==> src/rtl/pcm_tx_pkg.sv <==
package pcm_tx_pkg;

  typedef enum logic {
    MODE_SHORT = 1'b0,
    MODE_LONG  = 1'b1
  } sync_mode_e;

  // Decide the mode that follows a sync pulse of len falling bit-clock edges.
  function automatic sync_mode_e next_mode(input int unsigned len,
                                           input sync_mode_e cur,
                                           input int unsigned long_min);
    if (len == 1)
      return MODE_SHORT;
    else if (len >= long_min)
      return MODE_LONG;
    else
      return cur;
  endfunction

  // Width needed to count up to n inclusive.
  function automatic int unsigned cnt_width(input int unsigned n);
    return (n < 2) ? 1 : $clog2(n + 1);
  endfunction

endpackage

==> src/rtl/pcm_edge_sync.sv <==
module pcm_edge_sync #(
  parameter int unsigned STAGES = 2
) (
  input  logic clk,
  input  logic rst_n,
  input  logic d_i,
  output logic level_o,
  output logic rise_o,
  output logic fall_o
);

  logic [STAGES-1:0] chain_q;
  logic              prev_q;

  generate
    if (STAGES == 1) begin : g_single
      always_ff @(posedge clk) begin
        if (!rst_n) chain_q <= '0;
        else        chain_q <= d_i;
      end
    end else begin : g_multi
      always_ff @(posedge clk) begin
        if (!rst_n) chain_q <= '0;
        else        chain_q <= {chain_q[STAGES-2:0], d_i};
      end
    end
  endgenerate

  always_ff @(posedge clk) begin
    if (!rst_n) prev_q <= 1'b0;
    else        prev_q <= chain_q[STAGES-1];
  end

  assign level_o = chain_q[STAGES-1];
  assign rise_o  = chain_q[STAGES-1] & ~prev_q;
  assign fall_o  = ~chain_q[STAGES-1] & prev_q;

endmodule

==> src/rtl/pcm_sync_mode_det.sv <==
module pcm_sync_mode_det
  import pcm_tx_pkg::*;
#(
  parameter int unsigned LONG_MIN = 3
) (
  input  logic       clk,
  input  logic       rst_n,
  input  logic       fs_lvl_i,
  input  logic       fs_rise_i,
  input  logic       fs_fall_i,
  input  logic       bclk_fall_i,
  output sync_mode_e mode_o
);

  localparam int unsigned CW  = cnt_width(LONG_MIN);
  localparam logic [CW-1:0] CAP = CW'(LONG_MIN);

  logic [CW-1:0] len_q;
  sync_mode_e    mode_q;

  always_ff @(posedge clk) begin
    if (!rst_n) begin
      len_q  <= '0;
      mode_q <= MODE_SHORT;
    end else begin
      if (fs_rise_i)
        len_q <= bclk_fall_i ? CW'(1) : '0;
      else if (fs_lvl_i && bclk_fall_i && len_q != CAP)
        len_q <= len_q + 1'b1;
      if (fs_fall_i)
        mode_q <= next_mode(int'(len_q), mode_q, LONG_MIN);
    end
  end

  assign mode_o = mode_q;

  // the mode only moves when a sync pulse ends
  p_mode_on_fall_r6: assert property (@(posedge clk) disable iff (!rst_n)
    !fs_fall_i |=> $stable(mode_q));

  // the measured length never exceeds its saturation value
  p_len_cap_r6: assert property (@(posedge clk) disable iff (!rst_n)
    len_q <= CAP);

endmodule

==> src/rtl/pcm_tx_shifter.sv <==
module pcm_tx_shifter
  import pcm_tx_pkg::*;
#(
  parameter int unsigned SMP_W = 8
) (
  input  logic             clk,
  input  logic             rst_n,
  input  logic             bclk_lvl_i,
  input  logic             bclk_rise_i,
  input  logic             bclk_fall_i,
  input  logic             fs_lvl_i,
  input  logic             fs_rise_i,
  input  sync_mode_e       mode_i,
  input  logic [SMP_W-1:0] smp_i,
  input  logic             smp_load_i,
  output logic             oe_o,
  output logic             bit_o
);

  localparam int unsigned CW = cnt_width(SMP_W);
  localparam logic [CW-1:0] LAST = CW'(SMP_W);

  logic [SMP_W-1:0] hold_q;
  logic [SMP_W-1:0] shreg_q;
  logic [CW-1:0]    sent_q;
  logic             oe_q;
  logic             bit_q;
  logic             armed_q;
  logic             started_q;

  // Named internal events
  logic trig_short;
  logic trig_long;
  logic en_evt;
  logic shift_evt;
  logic stop_evt;

  assign trig_short = (mode_i == MODE_SHORT) && fs_lvl_i && bclk_fall_i && !started_q;
  assign trig_long  = (mode_i == MODE_LONG) && fs_rise_i && !started_q;
  assign en_evt     = (armed_q && bclk_rise_i) || (trig_long && bclk_lvl_i);
  assign shift_evt  = oe_q && bclk_rise_i && (sent_q != LAST);
  assign stop_evt   = oe_q && bclk_fall_i && (sent_q == LAST);

  always_ff @(posedge clk) begin
    if (!rst_n) hold_q <= '0;
    else if (smp_load_i) hold_q <= smp_i;
  end

  always_ff @(posedge clk) begin
    if (!rst_n) begin
      started_q <= 1'b0;
      armed_q   <= 1'b0;
    end else begin
      if (!fs_lvl_i)
        started_q <= 1'b0;
      else if (trig_short || trig_long)
        started_q <= 1'b1;
      if (en_evt)
        armed_q <= 1'b0;
      else if (trig_short || (trig_long && !bclk_lvl_i))
        armed_q <= 1'b1;
    end
  end

  always_ff @(posedge clk) begin
    if (!rst_n) begin
      shreg_q <= '0;
      sent_q  <= '0;
      oe_q    <= 1'b0;
      bit_q   <= 1'b0;
    end else if (en_evt) begin
      shreg_q <= hold_q << 1;
      sent_q  <= CW'(1);
      oe_q    <= 1'b1;
      bit_q   <= hold_q[SMP_W-1];
    end else if (shift_evt) begin
      shreg_q <= shreg_q << 1;
      sent_q  <= sent_q + 1'b1;
      bit_q   <= shreg_q[SMP_W-1];
    end else if (stop_evt) begin
      sent_q  <= '0;
      oe_q    <= 1'b0;
      bit_q   <= 1'b0;
    end
  end

  assign oe_o  = oe_q;
  assign bit_o = bit_q;

  // the first bit of a frame is the MSB of the held sample
  p_msb_first_r2: assert property (@(posedge clk) disable iff (!rst_n)
    $rose(oe_q) |-> bit_q == $past(hold_q[SMP_W-1]));

  // the output turns on only while the bit clock is high
  p_en_in_high_r5: assert property (@(posedge clk) disable iff (!rst_n)
    $rose(oe_q) |-> $past(bclk_lvl_i));

  // the data bit holds between rising bit-clock edges
  p_hold_bit_r3: assert property (@(posedge clk) disable iff (!rst_n)
    (oe_q && !bclk_rise_i && !en_evt && !bclk_fall_i) |=> $stable(bit_q));

  // the output turns off only on a falling bit-clock edge
  p_off_on_fall_r4: assert property (@(posedge clk) disable iff (!rst_n)
    $fell(oe_q) |-> $past(bclk_fall_i));

  // never more than the sample width of bits per frame
  p_count_cap_r4: assert property (@(posedge clk) disable iff (!rst_n)
    oe_q |-> (sent_q >= CW'(1) && sent_q <= LAST));

  // data is quiet while disabled
  p_quiet_r8: assert property (@(posedge clk) disable iff (!rst_n)
    !oe_q |-> !bit_q);

endmodule

==> src/rtl/pcm_tx_serializer.sv <==
module pcm_tx_serializer
  import pcm_tx_pkg::*;
#(
  parameter int unsigned SMP_W       = 8,
  parameter int unsigned LONG_MIN    = 3,
  parameter int unsigned SYNC_STAGES = 2
) (
  input  logic             clk,
  input  logic             rst_n,
  input  logic             bclk_i,
  input  logic             fsync_i,
  input  logic [SMP_W-1:0] smp_i,
  input  logic             smp_load_i,
  input  logic             pwr_permit_i,
  output logic             sdo_o,
  output logic             sdo_oe_o
);

  logic       bclk_lvl, bclk_rise, bclk_fall;
  logic       fs_lvl, fs_rise, fs_fall;
  sync_mode_e mode;
  logic       oe_int, bit_int;

  pcm_edge_sync #(.STAGES(SYNC_STAGES)) u_bclk_sync (
    .clk     (clk),
    .rst_n   (rst_n),
    .d_i     (bclk_i),
    .level_o (bclk_lvl),
    .rise_o  (bclk_rise),
    .fall_o  (bclk_fall)
  );

  pcm_edge_sync #(.STAGES(SYNC_STAGES)) u_fs_sync (
    .clk     (clk),
    .rst_n   (rst_n),
    .d_i     (fsync_i),
    .level_o (fs_lvl),
    .rise_o  (fs_rise),
    .fall_o  (fs_fall)
  );

  pcm_sync_mode_det #(.LONG_MIN(LONG_MIN)) u_mode (
    .clk         (clk),
    .rst_n       (rst_n),
    .fs_lvl_i    (fs_lvl),
    .fs_rise_i   (fs_rise),
    .fs_fall_i   (fs_fall),
    .bclk_fall_i (bclk_fall),
    .mode_o      (mode)
  );

  pcm_tx_shifter #(.SMP_W(SMP_W)) u_shift (
    .clk         (clk),
    .rst_n       (rst_n),
    .bclk_lvl_i  (bclk_lvl),
    .bclk_rise_i (bclk_rise),
    .bclk_fall_i (bclk_fall),
    .fs_lvl_i    (fs_lvl),
    .fs_rise_i   (fs_rise),
    .mode_i      (mode),
    .smp_i       (smp_i),
    .smp_load_i  (smp_load_i),
    .oe_o        (oe_int),
    .bit_o       (bit_int)
  );

  assign sdo_oe_o = oe_int & pwr_permit_i;
  assign sdo_o    = bit_int & pwr_permit_i;

  // the block leaves reset in short mode
  p_reset_mode_r1: assert property (@(posedge clk)
    $rose(rst_n) |-> mode == MODE_SHORT);

  // once enabled, the enable does not re-rise while the same sync stays high
  p_single_start_r10: assert property (@(posedge clk) disable iff (!rst_n)
    ($fell(oe_int) && fs_lvl) |=> !oe_int);

endmodule

==> config.mk <==
export PLATFORM = sky130hd
export DESIGN_NAME = pcm_tx_serializer
export DESIGN_NICKNAME = d
export VERILOG_FILES = /design/src/rtl/pcm_tx_pkg.sv /design/src/rtl/pcm_edge_sync.sv /design/src/rtl/pcm_sync_mode_det.sv /design/src/rtl/pcm_tx_shifter.sv /design/src/rtl/pcm_tx_serializer.sv
export SDC_FILE = /design/constraint.sdc
export NUM_CORES = 1
export LEC_CHECK = 0
export ABC_CLOCK_PERIOD_IN_PS = 1650
export BUFFER_PORTS_ARGS = -buffer_cell sky130_fd_sc_hd__buf_2
export CORE_ASPECT_RATIO = 0.6
export CORE_MARGIN = 10
export CORE_UTILIZATION = 56
export DETAILED_ROUTE_END_ITERATION = 12
export GPL_TIMING_DRIVEN = 0
export HOLD_SLACK_MARGIN = 0.02
export PLACE_DENSITY = 0.87
export SYNTH_ARGS = -nofsm -noshare
export SYNTH_HDL_FRONTEND = slang
export SYNTH_SLANG_ARGS = --single-unit
==> constraint.sdc <==
create_clock -name clk -period 1.65 [get_ports clk]
set_clock_uncertainty 0.1 [all_clocks]
set_input_delay 0 -clock clk [delete_from_list [all_inputs] [get_ports clk]]
set_output_delay 0 -clock clk [all_outputs]
set_load 0.01 [all_outputs]
# --- After elaboration in Yosys (flattened, before gate mapping) ---
# Cells that the tools add are included.
totals:
  ff_bits: 32
  output_inout_bits: 2
  elab_cells: 78
classes:
  addsub: 2
  n_lt_le_gt_ge: 1
  eq_ne: 5
  mux: 15
  bitwise: 12
  n_reduce_logical: 29
ops:
  columns: ["cell", "count"]
  rows:
  - ["$mux W8", 2]
  - ["$logic_and A1 B1 Y1", 14]
  - ["$reduce_bool A2 Y1", 5]
  - ["$mux W1", 9]
  - ["$mux W4", 2]
  - ["$and A1 B1 Y1", 6]
  - ["$not A1 Y1", 6]
  - ["$reduce_and A2 Y1", 3]
  - ["$add A4 B1 Y4 const B", 1]
  - ["$eq A4 B4 Y1 const B", 1]
  - ["$mux W2", 2]
  - ["$ne A4 B4 Y1 const B", 1]
  - ["$logic_or A1 B1 Y1", 3]
  - ["$reduce_bool A3 Y1", 1]
  - ["$add A2 B1 Y2 const B", 1]
  - ["$eq A2 B1 Y1 const B", 1]
  - ["$ge A2 B2 Y1 const B", 1]
  - ["$logic_not A1 Y1", 2]
  - ["$ne A2 B1 Y1 const B", 1]
  - ["$ne A2 B2 Y1 const B", 1]
  - ["$reduce_or A2 Y1", 1]

# --- Longest topological paths before layout ---
# Gate-level depths: netlist of the first run.
depth:
  ltp_word: 8
  ltp_mapped: 7
  depth_no_buf: 6

# --- Hierarchy ---
# Synthesis of the first run repeated with hierarchy kept, for this count alone.
unflattened:
  cells_unflattened: 154
  hier_area_um2: 1433.9
by_module_without_submodules:
  columns: ["module", "instances", "cells_per_inst", "area_each_um2", "seq_area_each_um2"]
  rows:
  - ["pcm_tx_shifter", 1, 120, 1079.8, 460.4]
  - ["pcm_edge_sync", 2, 8, 91.3, 60.1]
  - ["pcm_sync_mode_det", 1, 16, 158.9, 60.1]
  - ["pcm_tx_serializer", 1, 2, 12.5, 0.0]

# --- Least setup slack after synthesis of the first run ---
# No wires, ideal clock.
synth_timing:
  path_kind: "flip-flop to flip-flop"
  startpoint: "reg u_shift.sent_q[0]"
  endpoint: "reg u_shift.sent_q[0]"
  setup_time_ns: 0.066
  arrival_time_ns: 1.190
  setup_slack_ns: 0.294
  stages_incl_launch_ff: 8
  path_buffers: 1
  period_less_slack_ns: 1.356
  path_cell_list: "dfxtp_1 -> inv_1 -> ha_1 -> nand3b_4 -> nand2_4 -> buf_6 -> o21a_1 -> a21oi_2"
synth_via:
  elab_chain_len: 4
  word_cells_on_any_way: 8
  classes_between: "add/sub: 1; eq/ne: 2; mux: 2; reduce/logical: 3"
synth_rtl:
  columns: ["element", "line", "source"]
  rows:
  - ["start, declared", "pcm_tx_shifter.sv:25", "logic [CW-1:0] sent_q;"]
  - ["start signal, assigned", "pcm_tx_shifter.sv:78", "sent_q <= sent_q + 1'b1;"]
  - ["parallel branches: the longest is 4 deep, another holds $add A4 B1 Y4", null, null]
# Several ways; the timed one is not identified.
# A chain may end at the register's enable or synchronous reset.

# --- Worst setup path after layout of the first run ---
layout_timing:
  startpoint: "reg u_shift.sent_q[0]"
  endpoint: "reg u_shift.bit_q, in the netlist u_shift.bit_o"
layout_via:
  elab_chain_len: 4
  word_cells_on_any_way: 7
  classes_between: "eq/ne: 2; mux: 2; reduce/logical: 3"
layout_rtl:
  columns: ["element", "line", "source"]
  rows:
  - ["$ne A4 B4 Y1", "pcm_tx_shifter.sv:41", "assign shift_evt = oe_q && bclk_rise_i && (sent_q != LAST);"]
  - ["$logic_and A1 B1 Y1", "pcm_tx_shifter.sv:41", null]
  - ["$mux W1", "pcm_tx_shifter.sv:76", "end else if (shift_evt) begin"]
  - ["$mux W1", "pcm_tx_shifter.sv:71", "end else if (en_evt) begin"]
  - ["end signal, assigned", "pcm_tx_shifter.sv:75", "bit_q <= hold_q[SMP_W-1];"]
  - ["end signal, assigned", "pcm_tx_shifter.sv:79", "bit_q <= shreg_q[SMP_W-1];"]
  - ["end, declared", "pcm_tx_shifter.sv:27", "logic bit_q;"]
# Several ways; a longest one is shown, not always the timed one.

==> results of run 1 <==
-- registers in the layout (all words and copies together), names as in the netlist, 2 cells and up --
name / flops
u_shift.sent_q: 4
u_bclk_sync.chain_q: 2
u_shift.hold_q: 8
u_fs_sync.chain_q: 2
u_shift.shreg_q: 7
u_mode.len_q: 2
-- synth_stat cells (2+ instances only) --
cell type | number | share of area (%)
a21oi_1 | 12 | 4.3
a21oi_2 | 2 | 1.3
a311oi_1 | 2 | 1.3
and2_1 | 7 | 3.1
buf_6 | 2 | 1.6
clkbuf_1 | 3 | 0.81
dfxtp_1 | 32 | 46
ha_1 | 4 | 3.6
inv_1 | 7 | 1.9
mux2i_1 | 15 | 11
nand2_1 | 3 | 0.81
nand3_1 | 7 | 2.5
nand3b_1 | 2 | 1.1
nor2_1 | 12 | 3.2
o21ai_0 | 5 | 1.8
o21ai_1 | 4 | 1.4
-- cell families after synthesis --
group | after synthesis | share of synthesized area, %
simple gates | 42 | 19.78
xor+xnor | 1 | 0.6296
buf+inv | 12 | 4.317
fa+ha+maj | 4 | 3.597
flops | 32 | 46.04
compound gates | 32 | 14.84
mux | 15 | 10.79
-- metal layers --
| metal | vias to the layer above | global-route usage (%) | part of all wire, % |
|---|---|---|---|
| li1 | 549 | - | - |
| met1 | 498 | 14.34 | 47 |
| met2 | 29 | 22.46 | 46 |
| met3 | 5 | 5.082 | 5.6 |
| met4 | 0 | 6.542 | 1.3 |
| met5 | - | 0 | 0 |
-- per-stage QoR --
stage | setup WS (ns) | cells | total power (uW)
2_1_floorplan | 0.2941 | 138 | 859.0
3_3_place_gp | 0.1585 | 182 | 883.3
3_5_place_dp | 0.1072 | 182 | 889.0
4_1_cts | 0.09331 | 201 | 1624
5_1_grt | 0.02115 | 201 | 1672
6_report | 0.1110 | 201 | 1615
-- critical path: cells and delay by family (launching register included) --
kind,cells,cell delay (ns)
buffers and inverters,1,0.08
AND/OR/NAND/NOR,3,0.63
adder cells (fa/ha/maj),1,0.19
flip-flops,1,0.36
AO/OA/AOI/OAI,1,0.08
-- worst min path at each step --
stage                                              endpoint        from  slack [ns]  cells past startpoint
after floorplan           u_bclk_sync.chain_q[0]$_SDFF_PN0_      bclk_i        0.03                      1
after global placement    u_bclk_sync.chain_q[0]$_SDFF_PN0_      bclk_i        0.11                      2
after detailed placement    u_fs_sync.chain_q[0]$_SDFF_PN0_     fsync_i        0.11                      2
after CTS                    u_shift.hold_q[6]$_SDFFE_PN0P_  smp_load_i        0.17                      3
after global routing         u_shift.hold_q[5]$_SDFFE_PN0P_  smp_load_i        0.20                      3
final                        u_shift.hold_q[6]$_SDFFE_PN0P_  smp_load_i        0.18                      3
-- repair_timing --
item	CTS	global route
setup endpoints to repair	0	3
hold endpoints to repair	16	0
hold buffers	11	0
gates resized for setup	0	1
-- layout make-up --
cell class	instances	area [um^2]
well taps	30	37.54
plain buffers	5	33.78
clock inverters	2	35.03
flip-flops and latches	32	640.6
inverters	7	26.28
multi-input cells	94	695.7
clock buffers	6	72.57
repair buffers	25	180.2
fillers	140	539.3
-- power by group --
group          internal [uW]  switching (uW)  total (uW)
clock                    447             272         720
sequential               791            14.6         805
combinational           49.2            40.7        89.9
==> reports/metrics.cfg, run 1 <==
[synth]
ys_seq_elements = 32
syn_area_mm2 = 0.001391
ys_types = 35
syn_avg_cell_area_um2 = 10.08
synthFlopType = dfxtp_1
synth-async-reset-ratio_pct = 0
synth_edf_count = 0
syn_inst = 138
synth_seq_area_share_pct = 46.04
ys_warn_count = 0
synth.net_count = 156

[setup_path]
path_max_fanout = 5
end_kind = flop
crit_type = flop to flop
critPathLaunchType = flop
r2r_slack_ns = 0.11
endpoint = u_shift.bit_o$_SDFFE_PN0P_
crit_arrival_ns = 1.61
path_cells = inv_1 -> ha_1 -> nand3b_4 -> nand4bb_2 -> nand3_1 -> o22ai_2
worstReg2RegStart = u_shift.sent_q[0]$_SDFFE_PN0P_
max_stage_delay_ns = 0.36
cp-startpoint = u_shift.sent_q[0]$_SDFFE_PN0P_
reg2reg_depth = 6
r2r-end = u_shift.bit_o$_SDFFE_PN0P_
critPathSlowestCell = dfxtp_1
cp.required_ns = 1.72

[clock_network]
cts_made_buffers = 5
cts.htree.levels = 2
clk_pin_slew_worst_paths_ns = 0.06
clock_sinks = 32
cts_tree = done
clockBufferDepth = 2
insertion_delay_ns = 0.28
postCtsSetupBuffers = 0
root_buffer = clkbuf_8

[place]
placed_area_mm2 = 0.001499
place_congestion = 0.8362
dp_hpwl_um = 2189
port_buffers = 14

[finish]
area_growth_pct = 23.74
final_core_util_pct = 76.15
final_common_cell = dfxtp_1
layout_common_cells = dfxtp_1, mux2i_1, buf_2, a21oi_1, nor2_1
antenna_cells = 0
layout-drive-gt1-share_pct = 19.88
final_nets = 188
final_cell_area_mm2 = 0.001722

[run_status]
status = complete, no violations

[grt]
grt_max_degree = 11
grt.overflow.total = 0
grt_use_total_pct = 13.19
grt_pass1_wl_um = 5195
antenna_found_initial = 0
grt_pass1_vias = 1113

[routing]
wl_per_cell_um = 15.68
drt-total-wl_um = 3151
first_pass_iters = 4
drt-initial-drc-count = 83
drc = 0
via_per_inst = 5.378
antenna_left = 0
num_vias = 1081

[sta]
hold_slack_ns = 0.1806
hold_viol = 0
period_needed_ns = 1.539
rsz0062_at_grt = no
maxSlewHeadroom_pct = 59.98
tns_ns = 0
worstMarginPinSlew_ns = 0.6004
final_max_slew_viol_count = 0
setup_viol = 0
finalCritPeriodShare_pct = 93.27
fmax_mhz = 649.8

[power_and_ir_drop]
vdd_drop_max_uv = 680.0
p_leak_uw = 0.0007170
powerDensity_mw_per_mm2 = 938.0

[job]
maxCapViolations = 0

[floorplan]
ios = 16
rows = 13
start_util_pct = 61.54
dieArea_mm2 = 0.004944
die_h_um = 58.61
fp.dieW_um = 84.35
core_area_mm2 = 0.002261

[worst_hold_path]
hold_class = input pin to flop

Note: power is estimated with default switching activity, not from simulation.
==> run 2, diff against run 1 <==
Settings changed: ABC_AREA set to 1.
==> reports/metrics.cfg, run 2 <==
[grt]
grt_max_degree = 11
grt_pass1_wl_um = 6044
antenna_found_initial = 0
grt_use_total_pct = 15.11
grt.overflow.total = 0
grt_pass1_vias = 1382

[setup_path]
r2r-end = u_shift.shreg_q[5]$_SDFFE_PN0P_
crit_type = input pin to flop
cp-startpoint = rst_n
reg2reg_depth = 8
cp.required_ns = 1.79
endpoint = u_shift.hold_q[7]$_SDFFE_PN0P_
end_kind = flop
path_max_fanout = 10
crit_arrival_ns = 1.65
worstReg2RegStart = u_shift.sent_q[0]$_SDFFE_PN0P_
r2r_slack_ns = 0.16
critPathLaunchType = input pin

[place]
port_buffers = 14
dp_hpwl_um = 2201
place_congestion = 0.8724

[synth]
ys_seq_elements = 32
synth.net_count = 215
synth_edf_count = 0
synth_seq_area_share_pct = 43.35
ys_top_cells_by_area = dfxtp_1, nand2_1, nor2_1
yosysMostFrequentCell = nand2_1
syn_inst = 197
syn_avg_cell_area_um2 = 7.501
ys_warn_count = 0
yosys.area.top_type = dfxtp_1
syn_area_mm2 = 0.001478
ys_types = 27
synth-async-reset-ratio_pct = 0
synthFlopType = dfxtp_1
synth_top_area_share_pct = 43.35
synthTopCellsByCount = nand2_1, dfxtp_1, nor2_1, inv_1, nand3_1

[sta]
setup_viol = 0
worstMarginPinSlew_ns = 0.4582
finalCritPeriodShare_pct = 91.97
maxSlewHeadroom_pct = 69.46
rsz0062_at_grt = no
hold_viol = 0
fmax_mhz = 659.0
final_max_slew_viol_count = 0
tns_ns = 0
period_needed_ns = 1.517

[floorplan]
fp.dieW_um = 86.32
rows = 14
ios = 16
start_util_pct = 58.99
dieArea_mm2 = 0.005161
die_h_um = 59.79
core_area_mm2 = 0.002505

[clock_network]
insertion_delay_ns = 0.29
cts_made_buffers = 5
cts.htree.levels = 2
cts_tree = done
clk_pin_slew_worst_paths_ns = 0.07
postCtsSetupBuffers = 0
clockBufferDepth = 2
root_buffer = clkbuf_8
clock_sinks = 32

[finish]
layout_common_cells = nand2_1, dfxtp_1, nor2_1, inv_1, dlygate4sd3_1
area_growth_pct = 26.42
top_register = u_shift.hold_q
antenna_cells = 0
final_nets = 254
layout-drive-gt1-share_pct = 18.14
fillers = 192
largest_reg_flops = 8
final_common_cell = nand2_1
reg.largest.list = u_shift.hold_q (8), u_shift.shreg_q (7), u_shift.sent_q (4)
final_core_util_pct = 74.58

[routing]
num_vias = 1374
drc = 0
drt-total-wl_um = 3409
wl_per_cell_um = 12.67
antenna_left = 0
drt-initial-drc-count = 65
via_per_inst = 5.108
first_pass_iters = 4

[worst_hold_path]
min_from = pwr_permit_i
hold_class = input pin to primary output
holdPathStages = 4

[run_status]
status = complete, no violations

[power_and_ir_drop]
vdd_drop_max_uv = 597.4
powerDensity_mw_per_mm2 = 824.6
p_leak_uw = 0.0008577

[job]
maxCapViolations = 0

run 2: cell type report:
type / instances / area (um^2) / area share [%]
inverter: 24 / 100.1 / 5.358
tap: 32 / 40.04 / 2.143
buffer: 3 / 26.28 / 1.407
clock buffer: 6 / 82.58 / 4.421
clock inverter: 2 / 10.01 / 0.5358
multi-input combinational: 137 / 706.9 / 37.84
sequential: 32 / 641.9 / 34.36
timing repair buffer: 33 / 260.3 / 13.93
run 2: critical path: stages:
cell           delay [ns]
dlygate4sd3_1        0.72
buf_6                0.19
o21ai_0              0.09
nor2_1               0.10
dlygate4sd3_1        0.56
run 2: logic make-up after synthesis:
| kind of cell | Yosys count | share of synthesized area (%) |
|---|---|---|
| AOI/OAI and AO/OA | 30 | 10.84 |
| xor gates and xnor gates | 1 | 0.5928 |
| adders and majority gates | 4 | 3.387 |
| DFF | 32 | 43.35 |
| buffers and inverters | 28 | 8.806 |
| and+or+nand+nor | 102 | 33.02 |
run 2: what timing repair did:
| item | in CTS | in global routing |
|---|---|---|
| resized for setup | 0 | 1 |
| hold buffers | 19 | 0 |
| endpoints found under the setup margin | 0 | 13 |
| endpoints found under the hold margin | 11 | 0 |
run 2: how the worst min path moves through the flow:
| stage | endpoint |
|---|---|
| CTS | sdo_oe_o |
| global placement | u_fs_sync.chain_q[0]$_SDFF_PN0_ |
| detailed placement | u_fs_sync.chain_q[0]$_SDFF_PN0_ |
| global route | sdo_oe_o |
| floorplan | sdo_o |
| finish | sdo_oe_o |
run 2: report_power, final:
group          internal [uW]  switching [uW]  total [uW]
clock                    332             290         622
sequential               792            11.8         804
combinational           61.0            53.0         114
run 2: metal layers:
metal | global-route usage (%) | routed length [um] | up-vias
li1 | - | - | 707
met1 | 16.15 | 1499 | 620
met2 | 26.29 | 1635 | 38
met3 | 6.513 | 215 | 9
met4 | 5.747 | 59 | 0
met5 | 0 | 0 | -
run 2: per-stage QoR:
stage,hold WS (ns),cells,setup WS [ns],area [um^2],power (uW)
4_1_cts,0.1923,270,0.04086,1871,1544
6_report,0.1850,269,0.1325,1868,1540
2_1_floorplan,-0.004201,197,0.2816,1478,861.9
5_1_grt,0.2070,269,0.02098,1868,1608
3_5_place_dp,0.08815,243,0.1110,1588,890.6
3_3_place_gp,0.08178,243,0.1559,1588,889.1
